### config.mk
export PLATFORM = sky130hd
export DESIGN_NAME = fnt_dm1_butterfly
export DESIGN_NICKNAME = d
export VERILOG_FILES = /design/src/rtl/fnt_bfly_pkg.sv /design/src/rtl/dm1_csa3.sv /design/src/rtl/dm1_pow2_twiddle.sv /design/src/rtl/dm1_mod_compress42.sv /design/src/rtl/fnt_dm1_butterfly.sv
export SDC_FILE = /design/constraint.sdc
export NUM_CORES = 1
export LEC_CHECK = 0
export BUFFER_PORTS_ARGS = -buffer_cell sky130_fd_sc_hd__buf_2
export CAP_MARGIN = 10
export CORE_MARGIN = 4
export CORE_UTILIZATION = 49
export DETAILED_ROUTE_END_ITERATION = 12
export HOLD_SLACK_MARGIN = 0.06
export PLACE_DENSITY = 0.77
export SLEW_MARGIN = 20
export SYNTH_ARGS = -nofsm -noshare
export SYNTH_HDL_FRONTEND = slang
export SYNTH_SLANG_ARGS = --single-unit
### constraint.sdc
create_clock -name clk -period 0.8 [get_ports clk]
set_input_delay 0.2 -clock clk [delete_from_list [all_inputs] [get_ports clk]]
set_output_delay 0.2 -clock clk [all_outputs]
set_load 0.05 [all_outputs]
### src/rtl/fnt_bfly_pkg.sv
package fnt_bfly_pkg;

   // number of result lanes: sum and difference
   localparam int LANES = 2;

   // lane index of the difference path (its twiddle is complemented)
   localparam int LANE_DIF = 1;

   // the multiplier 2^i has period 2W modulo 2^W+1; one subtraction suffices
   // because 2^clog2(2W) < 4W
   function automatic int fold_shift(input int sh, input int w);
      return (sh >= 2 * w) ? sh - 2 * w : sh;
   endfunction

endpackage

### src/rtl/dm1_csa3.sv
module dm1_csa3 #(
   parameter int W = 8
) (
   input  logic [W-1:0] a,
   input  logic [W-1:0] b,
   input  logic [W-1:0] e,
   output logic [W-1:0] s,
   output logic [W-1:0] c
);
   logic [W-1:0] maj;

   assign s   = a ^ b ^ e;
   assign maj = (a & b) | (a & e) | (b & e);
   // carry moves up one place; the carry leaving the top returns inverted
   assign c   = {maj[W-2:0], ~maj[W-1]};
endmodule

### src/rtl/dm1_pow2_twiddle.sv
module dm1_pow2_twiddle #(
   parameter int W   = 8,
   parameter int SHW = 4
) (
   input  logic [W-1:0]   x,
   input  logic [SHW-1:0] rot,
   input  logic           neg,
   output logic [W-1:0]   w
);
   localparam int DW = 2 * W;

   logic [DW-1:0] dbl_sh;

   // upper half after the shift: low bits of x moved up, top bits of x
   // complemented and dropped in at the bottom
   assign dbl_sh = {x, ~x} << rot;
   assign w      = dbl_sh[DW-1:W] ^ {W{neg}};
endmodule

### src/rtl/dm1_mod_compress42.sv
module dm1_mod_compress42 #(
   parameter int W = 8
) (
   input  logic [W-1:0] a,
   input  logic [W-1:0] b,
   input  logic [W-1:0] c,
   input  logic [W-1:0] d,
   output logic [W-1:0] s,
   output logic [W-1:0] k
);
   logic [W-1:0] l1_s;
   logic [W-1:0] l1_c;

   dm1_csa3 #(.W(W)) u_lay1 (
      .a (a),
      .b (b),
      .e (c),
      .s (l1_s),
      .c (l1_c)
   );

   dm1_csa3 #(.W(W)) u_lay2 (
      .a (l1_s),
      .b (l1_c),
      .e (d),
      .s (s),
      .c (k)
   );
endmodule

### src/rtl/fnt_dm1_butterfly.sv
module fnt_dm1_butterfly #(
   parameter int W       = 8,
   parameter bit REG_OUT = 1'b1,
   localparam int SHW    = $clog2(2 * W)
) (
   input  logic           clk,
   input  logic           rst_n,
   input  logic           in_vld,
   input  logic [W-1:0]   x_s,
   input  logic [W-1:0]   x_c,
   input  logic [W-1:0]   y_s,
   input  logic [W-1:0]   y_c,
   input  logic [SHW-1:0] shamt,
   output logic           out_vld,
   output logic [W-1:0]   sum_s,
   output logic [W-1:0]   sum_c,
   output logic [W-1:0]   dif_s,
   output logic [W-1:0]   dif_c
);
   import fnt_bfly_pkg::*;

   if (W < 2) begin : g_bad_width
      $error("fnt_dm1_butterfly: W must be at least 2");
   end

   logic [SHW-1:0] rot;
   logic           neg;
   logic [W-1:0]   y_vec [LANES];
   logic [W-1:0]   w_vec [LANES];
   logic [W-1:0]   r_s   [LANES];
   logic [W-1:0]   r_k   [LANES];

   always_comb begin
      int i_mod;
      i_mod = fold_shift(int'(shamt), W);
      neg   = (i_mod >= W);
      rot   = neg ? SHW'(i_mod - W) : SHW'(i_mod);
   end

   assign y_vec[0] = y_s;
   assign y_vec[1] = y_c;

   for (genvar v = 0; v < LANES; v++) begin : g_tw
      dm1_pow2_twiddle #(.W(W), .SHW(SHW)) u_tw (
         .x   (y_vec[v]),
         .rot (rot),
         .neg (neg),
         .w   (w_vec[v])
      );
   end

   for (genvar g = 0; g < LANES; g++) begin : g_lane
      localparam bit INV = (g == LANE_DIF);
      dm1_mod_compress42 #(.W(W)) u_cmp (
         .a (x_s),
         .b (x_c),
         .c (w_vec[0] ^ {W{INV}}),
         .d (w_vec[1] ^ {W{INV}}),
         .s (r_s[g]),
         .k (r_k[g])
      );
   end

   if (REG_OUT) begin : g_reg
      always_ff @(posedge clk or negedge rst_n) begin
         if (!rst_n) begin
            out_vld <= 1'b0;
            sum_s   <= '0;
            sum_c   <= '0;
            dif_s   <= '0;
            dif_c   <= '0;
         end else begin
            out_vld <= in_vld;
            if (in_vld) begin
               sum_s <= r_s[0];
               sum_c <= r_k[0];
               dif_s <= r_s[LANE_DIF];
               dif_c <= r_k[LANE_DIF];
            end
         end
      end
   end else begin : g_comb
      assign out_vld = in_vld;
      assign sum_s   = r_s[0];
      assign sum_c   = r_k[0];
      assign dif_s   = r_s[LANE_DIF];
      assign dif_c   = r_k[LANE_DIF];
   end
endmodule

After elaboration in Yosys (flattened, before gate mapping):

Cells that the tools add are included.

* logic and storage cells: 46
* output and inout port bits: 33
* input bits: 39
* flip-flop bits (word level): 33

* add/sub/neg operators: 1
* shift operators: 2
* $lt $le $gt $ge: 1
* bitwise logic cells: 36
* multiplexer cells: 1

Operator list (number)
* 8-bit AND: 11
* 8-bit bitwise XOR: 9
* 8-bit OR: 8
* 8-bit NOT: 4
* 16-bit by 4-bit << shifter with 16-bit output: 2
* 4-bit >= comparator (second input constant): 1
* 4-bit two-way mux: 1
* 1-bit NOT: 4
* 4-bit subtractor (second input constant): 1

Longest topological paths before layout:

Gate-level depths: netlist (run 1).

* word-level depth: 13
* depth in mapped cells: 10
* mapped depth without buffers: 8

Cells and area by module:

From an unflattened synthesis (run 1), not the netlist that was laid out.

* cell total of the unflattened synthesis: 269
* area, all modules: 3149.3 sq um

By module, submodules not included
* fnt_dm1_butterfly: cells each 87, area each 1437.6 sq um, times used 1
* dm1_pow2_twiddle: cells each 67, area each 505.5 sq um, times used 2
* dm1_csa3: cells each 12, area each 175.2 sq um, times used 4

Least setup slack after synthesis (run 1):

Ideal clock, no wire load.

* path kind: input port to flip-flop
* start: in shamt[2]
* end: reg dif_s[3]
* library setup time: 125 ps
* path slack: -1771 ps
* buffers on the path: 1
* stages on the path: 7
* arrival: 2446 ps
* data required time: 675 ps
* cell sequence: buf_4 -> inv_1 -> mux4_2 -> xnor2_1 -> fa_1 -> fa_1 -> mux2_2

* longest elaborated chain between the ends: 10
* elaborated cells on any way between the ends: 16
* classes of those cells: add/sub (1); order compare (1); shift (2); mux (1); bitwise (11)

Ends and longest elaborated chain
* start: declaration: RTL line fnt_dm1_butterfly.sv:13 `input logic [SHW-1:0] shamt,`
* 4-bit subtractor or 4-bit >= comparator (tied branches): RTL line fnt_dm1_butterfly.sv:37, fnt_dm1_butterfly.sv:36
* 4-bit two-way mux: RTL line fnt_dm1_butterfly.sv:37 `rot = neg ? SHW'(i_mod - W) : SHW'(i_mod);`
* 16-bit by 4-bit << shifter with 16-bit output: RTL line dm1_pow2_twiddle.sv:16 `assign dbl_sh = {x, ~x} << rot;`
* 8-bit bitwise XOR: RTL line dm1_pow2_twiddle.sv:17 `assign w = dbl_sh[DW-1:W] ^ {W{neg}};`
* 8-bit NOT (no source line)
* 8-bit AND: RTL line dm1_csa3.sv:13 `assign maj = (a & b) | (a & e) | (b & e);`
* 8-bit OR (2 in a row): RTL line dm1_csa3.sv:13
* 8-bit bitwise XOR: RTL line dm1_csa3.sv:12 `assign s = a ^ b ^ e;`
* 8-bit bitwise XOR *: RTL line dm1_csa3.sv:12
* named net g_lane[1].u_cmp.s[3]: RTL line dm1_mod_compress42.sv:8 `output logic [W-1:0] s,`
* end signal: assignment: RTL line fnt_dm1_butterfly.sv:77 `dif_s <= r_s[LANE_DIF];`
* end: declaration: RTL line fnt_dm1_butterfly.sv:17 `output logic [W-1:0] dif_s,`

The timed path passes the listed nets; every way through them passes the cells marked *.
A chain may end at the register's enable or synchronous reset.

Final worst setup path (run 1):

* start: in shamt[0]
* end: reg sum_s[7]

* longest elaborated chain between the ends: 9
* elaborated cells on any way between the ends: 14
* classes of those cells: add/sub (1); order compare (1); shift (2); mux (1); bitwise (9)

Ends and longest elaborated chain
* 4-bit subtractor or 4-bit >= comparator (tied branches): RTL line fnt_dm1_butterfly.sv:37, fnt_dm1_butterfly.sv:36
* 4-bit two-way mux: RTL line fnt_dm1_butterfly.sv:37
* 16-bit by 4-bit << shifter with 16-bit output: RTL line dm1_pow2_twiddle.sv:16
* 8-bit bitwise XOR: RTL line dm1_pow2_twiddle.sv:17
* 8-bit AND: RTL line dm1_csa3.sv:13
* 8-bit OR (2 in a row): RTL line dm1_csa3.sv:13
* 8-bit bitwise XOR: RTL line dm1_csa3.sv:12
* 8-bit bitwise XOR *: RTL line dm1_csa3.sv:12
* named net g_lane[0].u_cmp.s[7]: RTL line dm1_mod_compress42.sv:8
* end signal: assignment: RTL line fnt_dm1_butterfly.sv:75 `sum_s <= r_s[0];`
* end: declaration: RTL line fnt_dm1_butterfly.sv:15 `output logic [W-1:0] sum_s,`

Marked as above.

==> reports/summary.txt, run 1 <==
Outcome - complete, but fails checks
Failing checks - negative setup slack
H-tree levels - 2
RSZ-0062 raised after global routing - yes
First-pass GRT wire length - 11200 µm
Cell Area, Synth - 2870 µm²
Fillers - 345
Min-Delay Path Class - input pin to register
CP peak stage delay - 0.59 ns
Critical path's slowest cell - fa_2
TritonCTS buffer count - 5
Final Max Tran Viols - 0
Remaining global-route overflow - 0
Tmin final - 2.36 ns
Final setup vio count - 65
Crit path max fanout - 7
Final period util - 295%
# port buffers - 71
Area Overhead vs Synth - 47.3%
Gr usage total - 20.4%
Clock skew - 0 ns
Worst slack at placement - -1.98 ns
Crit-path cells - buf_12, buf_6, mux2i_1, mux4_2, xnor2_2, fa_2, fa_2, mux2_4
Cells after Synth - 218
Die Ht - 84.5 µm
Final WS setup - -1.56 ns
Max Fclk - 0.423 GHz
Starting Density - 51.1%
Half-perimeter wire length after placement - 4980 µm
Core ar. - 5610 µm²
Slew of the pin with the lowest slew margin - 0.378 ns
Number of antenna violations at the first check in global routing - 0
Share of cells above drive strength 1 - 63.1%
Syn nets - 289
Clk_lat worst skew - 0.29 ns
Delay-heaviest family, CP - adder cells
Root buf cell - clkbuf_8
Pleak - 2.05 nW
Number of max-cap violations - 0
I/O pins - 72
Reg area - 846 µm²
ANT nets after route - 0
Non-Filler Instances - 411
Avg Inst Size Synth - 13.2 µm²
Seq/Total Area, Yosys - 28.8%
Worst EP required - 0.97 ns
CP Data Arrival Time - 2.54 ns
GP Congestion - 0.800
CP Launch Type - input pin
TritonCTS clock tree - done
DRC - 0
Setup tns final - -53.08 ns
Synth cell types - 26
Placed insts - 382
Max Buffers Root-to-Sink - 2
Worst vdd ir - 2.14 mV
Diode count - 0
Crit. End Element - register
Initial DRT Pass Iterations - 4
Finished Core Util - 75.3%
CTS sink count - 33
Ys Warns - 0
Final nets - 409
Largest net degree at the start of global routing - 34
Critical path type - input pin to register
Vias in the first global route - 2280
Vias - 2076
PwrDens - 2900 nW/µm²
Hold slack final - 0.259 ns
R2R setup slack - -0.23 ns
Chip Width - 84.5 µm
Max-Slew Margin vs Limit - 74.1%
CP most frequent cell - fa_2
Clock-pin slew on the worst setup and hold paths - 0.07 ns
Area occupied by multi-input gates - 1980 µm²
Crit path buffers/inverters - 2
Yosys reg bits - 33
Endpoints failing hold - 0
Initial DRC count - 76
Total Routed Length - 7230 µm
Die ar. - 7140 µm²
WL/cell - 17.6 µm
Vias per inst - 5.05
FP Rows - 27
-- cells by family (layout without fill, tap and decap cells) --
kind of cell             count (synthesis)  after routing  synth area share (%)
multiplexers                            65             65                  31.3
flip-flops                              33             33                  28.8
adder cells (fa/ha/maj)                 32             32                  22.1
AO/OA/AOI/OAI                            7              7                  1.75
AND/OR/NAND/NOR                          7              7                 0.916
XOR/XNOR                                23             23                  7.29
buffers and inverters                   51            172                  7.90
-- stage by stage --
stage | area [µm²] | power, W
global placement | 3580 | 0.00880
floorplan | 2940 | 0.00729
global route | 4220 | 0.0130
finish | 4220 | 0.0123
CTS | 4110 | 0.0118
detailed placement | 3580 | 0.00901
-- flip-flops by register name, summed over array words and instances, names as in the netlist --
signal,cells
dif_c,8
dif_s,8
sum_s,8
out_vld,1
sum_c,8
-- synth_stat cells --
master	instances	area share (%)
o21ai_2	1	0.31
o21ai_0	2	0.35
buf_6	3	1.2
xor2_1	13	4.0
xnor2_2	1	0.57
inv_1	38	5.0
xnor2_1	9	2.7
fa_1	31	22
buf_2	4	0.70
mux2i_4	3	2.4
mux2_2	19	7.5
clkbuf_1	3	0.39
a21o_1	1	0.26
mux2_4	1	0.52
a21oi_2	1	0.31
dfrtp_1	33	29
nor2_1	4	0.52
o21ba_1	1	0.35
buf_1	1	0.13
buf_4	2	0.52
mux4_1	8	7.3
mux2i_1	30	10
nand2_1	3	0.39
mux4_2	4	3.1
a21oi_1	1	0.17
ha_1	1	0.44
-- metal layers --
layer	part of all wire, %	vias to the layer above	global-route usage [%]
li1	-	948	-
met1	39	1046	24.0
met2	53	66	35.8
met3	5.3	16	4.71
met4	2.7	0	8.35
met5	0	-	0
-- where the power goes --
group	switching [W]	leakage (nW)	internal (W)
Combinational	0.00447	1.63	0.00358
Sequential	0.000549	0.369	0.00243
Clock	0.000628	0.0450	0.000603
-- worst paths after layout --
kind                       startpoint  cells past startpoint        to
hold / removal                 in_vld                      2   out_vld
min in group asynchronous       rst_n                      3  dif_s[2]
setup reg to reg             dif_s[3]                      3  dif_s[3]
max in group asynchronous       rst_n                      3  sum_s[5]
setup / recovery             shamt[0]                      8  sum_s[7]
hold reg to reg              dif_c[5]                      1  dif_c[5]
-- timing repair --
| action | CTS | global route |
|---|---|---|
| endpoints found under the setup margin | 65 | 65 |
| endpoints found under the hold margin | 33 | 0 |
| gates resized for setup | 106 | 10 |
| buffers inserted | 8 | 12 |
| hold buffers | 1 | 0 |
| pin swaps | 13 | 12 |
-- placed cells by master, fill, tap and decap left out, types with 2 or more instances in the layout --
cell / instances
xor2_1: 11
mux2i_4: 5
fa_1: 16
mux4_2: 9
nor2_1: 3
dfrtp_2: 16
inv_1: 32
mux2_4: 14
mux2_2: 6
xnor2_1: 5
buf_2: 32
clkinv_2: 2
buf_6: 38
buf_12: 5
o21ai_0: 2
fa_2: 15
xor2_2: 2
mux2i_1: 28
inv_2: 5
mux4_1: 3
buf_4: 49
nand2_1: 2
clkbuf_8: 5
dfrtp_1: 17
xnor2_2: 5
-- area by class of cell --
class | instances | area share [%]
multi-input cells | 134 | 46.8
repair buffers | 126 | 25.6
flip-flops and latches | 33 | 20.0
inverters | 38 | 3.47
well taps | 72 | 2.13
clock buffers | 6 | 1.72
clock inverters | 2 | 0.237
Power figures use the tool's default switching activity.
==> run 2, diff against run 1 <==
--- a/config.mk
+++ b/config.mk
@@ -11,7 +11,8 @@
 export CORE_UTILIZATION = 49
 export DETAILED_ROUTE_END_ITERATION = 12
 export HOLD_SLACK_MARGIN = 0.06
-export PLACE_DENSITY = 0.77
+export PLACE_DENSITY = 0.81
+export SETUP_SLACK_MARGIN = 0.5
 export SLEW_MARGIN = 20
 export SYNTH_ARGS = -nofsm -noshare
 export SYNTH_HDL_FRONTEND = slang
==> run 2 against run 1 <==
The run ends with negative hold slack, negative setup slack left; combinational power fell by 5.0%; fmax rose by 1.5%; total power rose by 0.60%; core utilization rose by 0.49 points; critical path depth fell by 1; first-iteration DRC count fell by 14%.
==> reports/summary.txt, run 2 (same netlist as run 1, synthesis figures left out) <==
Die ar. - 7140 µm² (unchanged)
DRC - 0 (unchanged)
Largest net degree at the start of global routing - 34 (unchanged)
Vias in the first global route - 2325 (was 2280)
TritonCTS buffer count - 5 (unchanged)
Vias per inst - 5.07 (was 5.05)
Final setup vio count - 65 (unchanged)
Total Routed Length - 6800 µm (was 7230 µm)
Min-Delay Path Class - input pin to asynchronous set/reset pin (was input pin to register)
RR Endpoint - dif_s[5] (was dif_s[3])
Worst R2R Start - dif_s[5] (was dif_s[3])
Diode count - 0 (unchanged)
Critical path type - input pin to register (unchanged)
CP startpoint - shamt[0] (unchanged)
Clock-pin slew on the worst setup and hold paths - 0.07 ns (about the same)
Pleak - 1.98 nW (was 2.05 nW)
Half-perimeter wire length after placement - 4920 µm (was 4980 µm)
GP Congestion - 0.816 (was 0.800)
Die Ht - 84.5 µm (unchanged)
Final WS setup - -1.53 ns (was -1.56 ns)
Tmin final - 2.33 ns (was 2.36 ns)
Critical Path End - dif_s[3] (was sum_s[7])
Worst path depth - 7 (was 8)
Tot Pwr - 0.0123 W (about the same)
Share of cells above drive strength 1 - 68.8% (was 63.1%)
Setup tns final - -53.25 ns (was -53.08 ns)
H-tree levels - 2 (unchanged)
Crit-path cells - buf_12, mux2_4, mux4_2, xnor2_2, fa_1, fa_1, mux2_4 (was buf_12, buf_6, mux2i_1, mux4_2, xnor2_2, fa_2, fa_2, mux2_4)
Max-Slew Margin vs Limit - 73.5% (was 74.1%)
Clk_lat worst skew - 0.29 ns (about the same)
First-pass GRT wire length - 11200 µm (about the same)
Most common cell after layout, fill and taps aside - buf_6 (was buf_4)
Hold slack final - -0.151 ns (was 0.259 ns)
FP Rows - 27 (unchanged)
TritonCTS clock tree - done (unchanged)
Crit path buffers/inverters - 1 (was 2)
# port buffers - 71 (unchanged)
Critical path's slowest cell - mux4_2 (was fa_2)
RSZ-0062 raised after global routing - yes (unchanged)
Remaining global-route overflow - 0 (unchanged)
Final period util - 291% (was 295%)
Most frequent cells in the layout - 43 x buf_6, 32 x inv_1, 32 x dfrtp_2 (was 49 x buf_4, 38 x buf_6, 32 x inv_1, 32 x buf_2, 28 x mux2i_1)
Reg2Reg Depth - 3 (unchanged)
Crit path max fanout - 6 (was 7)
CP peak stage delay - 0.53 ns (was 0.59 ns)
CTS sink count - 33 (unchanged)
PwrDens - 2900 nW/µm² (about the same)
Clock skew - 0 ns (unchanged)
Outcome - complete, but fails checks (unchanged)
Worst EP required - 0.98 ns (was 0.97 ns)
CP Launch Type - input pin (unchanged)
Max Buffers Root-to-Sink - 2 (unchanged)
Core ar. - 5610 µm² (unchanged)
Gr usage total - 20.1% (was 20.4%)
Initial DRT Pass Iterations - 4 (unchanged)
Delay-heaviest family, CP - multiplexers (was adder cells)
Failing checks - negative hold slack, negative setup slack (was negative setup slack)
Crit. End Element - register (unchanged)
CP Data Arrival Time - 2.51 ns (was 2.54 ns)
Initial DRC count - 65 (was 76)
Root buf cell - clkbuf_8 (unchanged)
Worst vdd ir - 1.84 mV (was 2.14 mV)
Final Max Tran Viols - 0 (unchanged)
Area Overhead vs Synth - 48.3% (was 47.3%)
Starting Density - 51.1% (unchanged)
Chip Width - 84.5 µm (unchanged)
Slew of the pin with the lowest slew margin - 0.394 ns (was 0.378 ns)
R2R setup slack - -0.24 ns (was -0.23 ns)
Final nets - 394 (was 409)
Max Fclk - 0.430 GHz (was 0.423 GHz)
Endpoints failing hold - 33 (was 0)
WL/cell - 17.2 µm (was 17.6 µm)
Number of antenna violations at the first check in global routing - 0 (unchanged)
I/O pins - 72 (unchanged)
ANT nets after route - 0 (unchanged)
Number of max-cap violations - 0 (unchanged)
Vias - 2009 (was 2076)
[run 2: timing repair]
action	in CTS	in global routing
gates resized for setup	116	14
pin swaps	20	9
hold endpoints to repair	33	33
setup endpoints to repair	65	65
gates cloned	0	0
setup buffers	4	4
[run 2: layer usage]
metal | vias to the layer above | share of wire [%] | global-route usage [%]
li1 | 915 | - | -
met1 | 1028 | 39 | 23.9
met2 | 55 | 55 | 35.8
met3 | 11 | 4.2 | 3.53
met4 | 0 | 2.1 | 8.49
met5 | - | 0 | 0
[run 2: power by group]
part	internal [W]	switching, W
sequential	0.00249	0.000543
combinational	0.00329	0.00436
clock	0.00102	0.000637
total	0.00680	0.00554
[run 2: layout make-up]
class | count | area, µm²
multi-input cells | 134 | 2050
fillers | 313 | 1360
repair buffers | 111 | 987
flip-flops and latches | 33 | 866
inverters | 38 | 146
well taps | 72 | 90.1
clock buffers | 7 | 86.3
clock inverters | 1 | 30.0
[run 2: worst reg2reg max path, stage by stage, from the launching register on]
cell	delay, ns
dfrtp_2	0.41
buf_4	0.13
buf_4	0.12
mux2_4	0.26
[run 2: through the flow]
step | instances | instance area [µm²] | util (%) | worst slack [ns]
global placement | 380 | 3580 | 63.9 | -1.85
floorplan | 218 | 2960 | - | -1.75
CTS | 392 | 4160 | 74.2 | -1.53
detailed placement | 380 | 3580 | 63.9 | -2.00
finish | 396 | 4250 | 75.8 | -1.53
global route | 396 | 4250 | 75.8 | -1.58
[run 2: how the worst min path moves through the flow]
stage / endpoint / depth (start not counted) / slack, ns
global placement: out_vld / 2 / 0.17
global route: dif_s[4] / 2 / -0.15
floorplan: dif_c[0] / 0 / -0.1
CTS: sum_c[5] / 2 / -0.14
detailed placement: sum_c[4] / 2 / 0.17
finish: sum_c[5] / 2 / -0.15
==> run 3, diff against run 2 <==
--- a/config.mk
+++ b/config.mk
@@ -11,7 +11,7 @@
 export CORE_UTILIZATION = 49
 export DETAILED_ROUTE_END_ITERATION = 12
 export HOLD_SLACK_MARGIN = 0.06
-export PLACE_DENSITY = 0.81
+export PLACE_DENSITY = 0.77
 export SETUP_SLACK_MARGIN = 0.5
 export SLEW_MARGIN = 20
 export SYNTH_ARGS = -nofsm -noshare
==> run 3 against run 2 <==
The run still ends with negative hold slack, negative setup slack left; worst hold slack lost 0.079 ns; sequential share of layout area grew 0.58 points; setup slack improved by 0.0031 ns; clock power shrank 25%; design area fell by 2.8%; register-to-register slack improved by 0.02 ns; sequential power hardly changed.
==> reports/summary.txt, run 3 (same netlist as run 1, synthesis figures left out) <==
Worst EP required - 0.97 ns (was 0.98 ns)
CTS sink count - 33 (unchanged)
Initial DRC count - 58 (was 65)
R2R setup slack - -0.22 ns (was -0.24 ns)
Critical path's slowest cell - mux4_2 (unchanged)
Endpoints failing hold - 7 (was 33)
Vias in the first global route - 2222 (was 2325)
Area Overhead vs Synth - 44.2% (was 48.3%)
Reg2Reg Depth - 3 (unchanged)
Largest net degree at the start of global routing - 20 (was 34)
Chip Width - 84.5 µm (unchanged)
Vias per inst - 5.06 (was 5.07)
Max Buffers Root-to-Sink - 2 (unchanged)
Seq pwr share - 25.5% (was 24.6%)
Worst R2R Start - dif_s[3] (was dif_s[5])
PwrDens - 2850 nW/µm² (was 2900 nW/µm²)
Gr usage total - 19.8% (was 20.1%)
CP Data Arrival Time - 2.50 ns (was 2.51 ns)
GP Congestion - 0.825 (was 0.816)
Clk_lat worst skew - 0.29 ns (about the same)
Crit path max fanout - 6 (unchanged)
H-tree levels - 2 (unchanged)
Part of the power in combinational logic - 64.1% (was 62.0%)
Clock-pin slew on the worst setup and hold paths - 0.07 ns (about the same)
TritonCTS buffer count - 5 (unchanged)
Clk pwr share - 10.5% (was 13.4%)
Min-Delay Path Class - input pin to asynchronous set/reset pin (unchanged)
CP peak stage delay - 0.54 ns (was 0.53 ns)
Final period util - 291% (about the same)
ANT nets after route - 0 (unchanged)
Slew of the pin with the lowest slew margin - 0.368 ns (was 0.394 ns)
Die ar. - 7140 µm² (unchanged)
Total Routed Length - 6700 µm (was 6800 µm)
DP Area - 3580 µm² (about the same)
Final Max Tran Viols - 0 (unchanged)
Tmin final - 2.32 ns (was 2.33 ns)
CP Launch Type - input pin (unchanged)
Initial DRT Pass Iterations - 4 (unchanged)
Cell-internal power - 0.00632 W (was 0.00680 W)
WL/cell - 16.9 µm (was 17.2 µm)
P_sw - 0.00548 W (was 0.00554 W)
Root buf cell - clkbuf_8 (unchanged)
Half-perimeter wire length after placement - 5090 µm (was 4920 µm)
Remaining global-route overflow - 0 (unchanged)
Crit-path cells - buf_12, mux2_4, mux4_2, xnor2_2, fa_1, fa_1, mux2_4 (unchanged)
TritonCTS clock tree - done (unchanged)
Outcome - complete, but fails checks (unchanged)
First-pass GRT wire length - 11100 µm (was 11200 µm)
Pleak - 1.96 nW (was 1.98 nW)
Cell area after layout - 4130 µm² (was 4250 µm²)
DRC - 0 (unchanged)
Setup tns final - -52.91 ns (was -53.25 ns)
Failing checks - negative hold slack, negative setup slack (unchanged)
RR Endpoint - dif_s[3] (was dif_s[5])
Clock skew - 0 ns (unchanged)
Final WS setup - -1.52 ns (was -1.53 ns)
Number of antenna violations at the first check in global routing - 0 (unchanged)
Finished Core Util - 73.7% (was 75.8%)
Most common cell after layout, fill and taps aside - buf_6 (unchanged)
Core ar. - 5610 µm² (unchanged)
FP Rows - 27 (unchanged)
Final setup vio count - 65 (unchanged)
Crit. End Element - register (unchanged)
Number of max-cap violations - 0 (unchanged)
Starting Density - 51.1% (unchanged)
Max-Slew Margin vs Limit - 75.4% (was 73.5%)
Share of cells above drive strength 1 - 66.5% (was 68.8%)
Vias - 2007 (was 2009)
Die Ht - 84.5 µm (unchanged)
# port buffers - 71 (unchanged)
Sw Ratio - 46.4% (was 44.9%)
Critical path type - input pin to register (unchanged)
RSZ-0062 raised after global routing - yes (unchanged)
Worst vdd ir - 1.96 mV (was 1.84 mV)
Hold slack final - -0.230 ns (was -0.151 ns)
Fillers - 364 (was 313)
Final nets - 395 (was 394)
I/O pins - 72 (unchanged)
Most frequent cells in the layout - 41 x buf_6, 35 x buf_4, 32 x inv_1, 32 x dfrtp_2, 31 x buf_2 (was 43 x buf_6, 32 x inv_1, 32 x dfrtp_2)
Diode count - 0 (unchanged)
Max Fclk - 0.430 GHz (about the same)
-- run 3: cell types whose count changed in the layout (fill, tap and decap cells not counted), moves of 2 or more --
cell | before | now
buf_6 | 43 | 41
buf_4 | 31 | 35
xor2_2 | 6 | 2
mux2i_1 | 25 | 27
xnor2_4 | 2 | 0
clkinv_2 | 0 | 2
xor2_1 | 7 | 11
-- run 3: routing by layer --
| layer | vias up | GRT usage (%) | part of all wire, % |
|---|---|---|---|
| li1 | 922 | - | - |
| met1 | 1008 | 24.5 | 39 |
| met2 | 62 | 35.3 | 54 |
| met4 | 0 | 6.33 | 2.2 |
| met3 | 15 | 3.14 | 4.8 |
| met5 | - | 0 | 0 |
-- run 3: layout make-up --
| class | count | area [µm²] | share of cell area (%) |
|---|---|---|---|
| inverter | 38 | 146 | 3.54 |
| tap | 72 | 90.1 | 2.18 |
| timing repair buffer | 112 | 980 | 23.7 |
| multi-input combinational | 134 | 1970 | 47.6 |
| clock inverter | 2 | 10.0 | 0.242 |
| clock buffer | 6 | 72.6 | 1.76 |
| sequential | 33 | 866 | 20.9 |
-- run 3: worst max path at each step --
stage,from,to
2_1_floorplan,shamt[0],dif_s[3]
3_3_place_gp,shamt[0],sum_s[7]
3_5_place_dp,shamt[0],dif_s[3]
4_1_cts,shamt[0],sum_s[7]
5_1_grt,shamt[0],dif_s[4]
6_report,shamt[0],dif_s[3]
-- run 3: metrics by stage --
stage               std cells  worst slack (ns)  power, W
floorplan                 218             -1.75   0.00737
global placement          379             -1.88   0.00885
detailed placement        379             -1.96   0.00904
CTS                       392             -1.52    0.0116
global route              397             -1.56    0.0125
finish                    397             -1.52    0.0118
-- run 3: power groups by stage --
stage / combinational, W / sequential (W) / clock (W)
after floorplan: 0.00202 / 0.00535 / 0
after global placement: 0.00602 / 0.00283 / 0
after detailed placement: 0.00618 / 0.00286 / 0
after CTS: 0.00738 / 0.00301 / 0.00126
after global routing: 0.00799 / 0.00310 / 0.00136
final: 0.00755 / 0.00301 / 0.00123
-- run 3: what timing repair did --
action	CTS	global route
endpoints found under the hold margin	33	26
pin swaps	13	5
setup endpoints to repair	66	65
setup buffers	5	5
cloned	0	0
gates resized for setup	110	3
-- run 3: critical path: cells and delay by family --
| family | cells | cell delay, ns |
|---|---|---|
| xor gates and xnor gates | 1 | 0.16 |
| adders and majority gates | 2 | 0.90 |
| buffers and inverters | 1 | 0.12 |
| muxes | 3 | 1.11 |
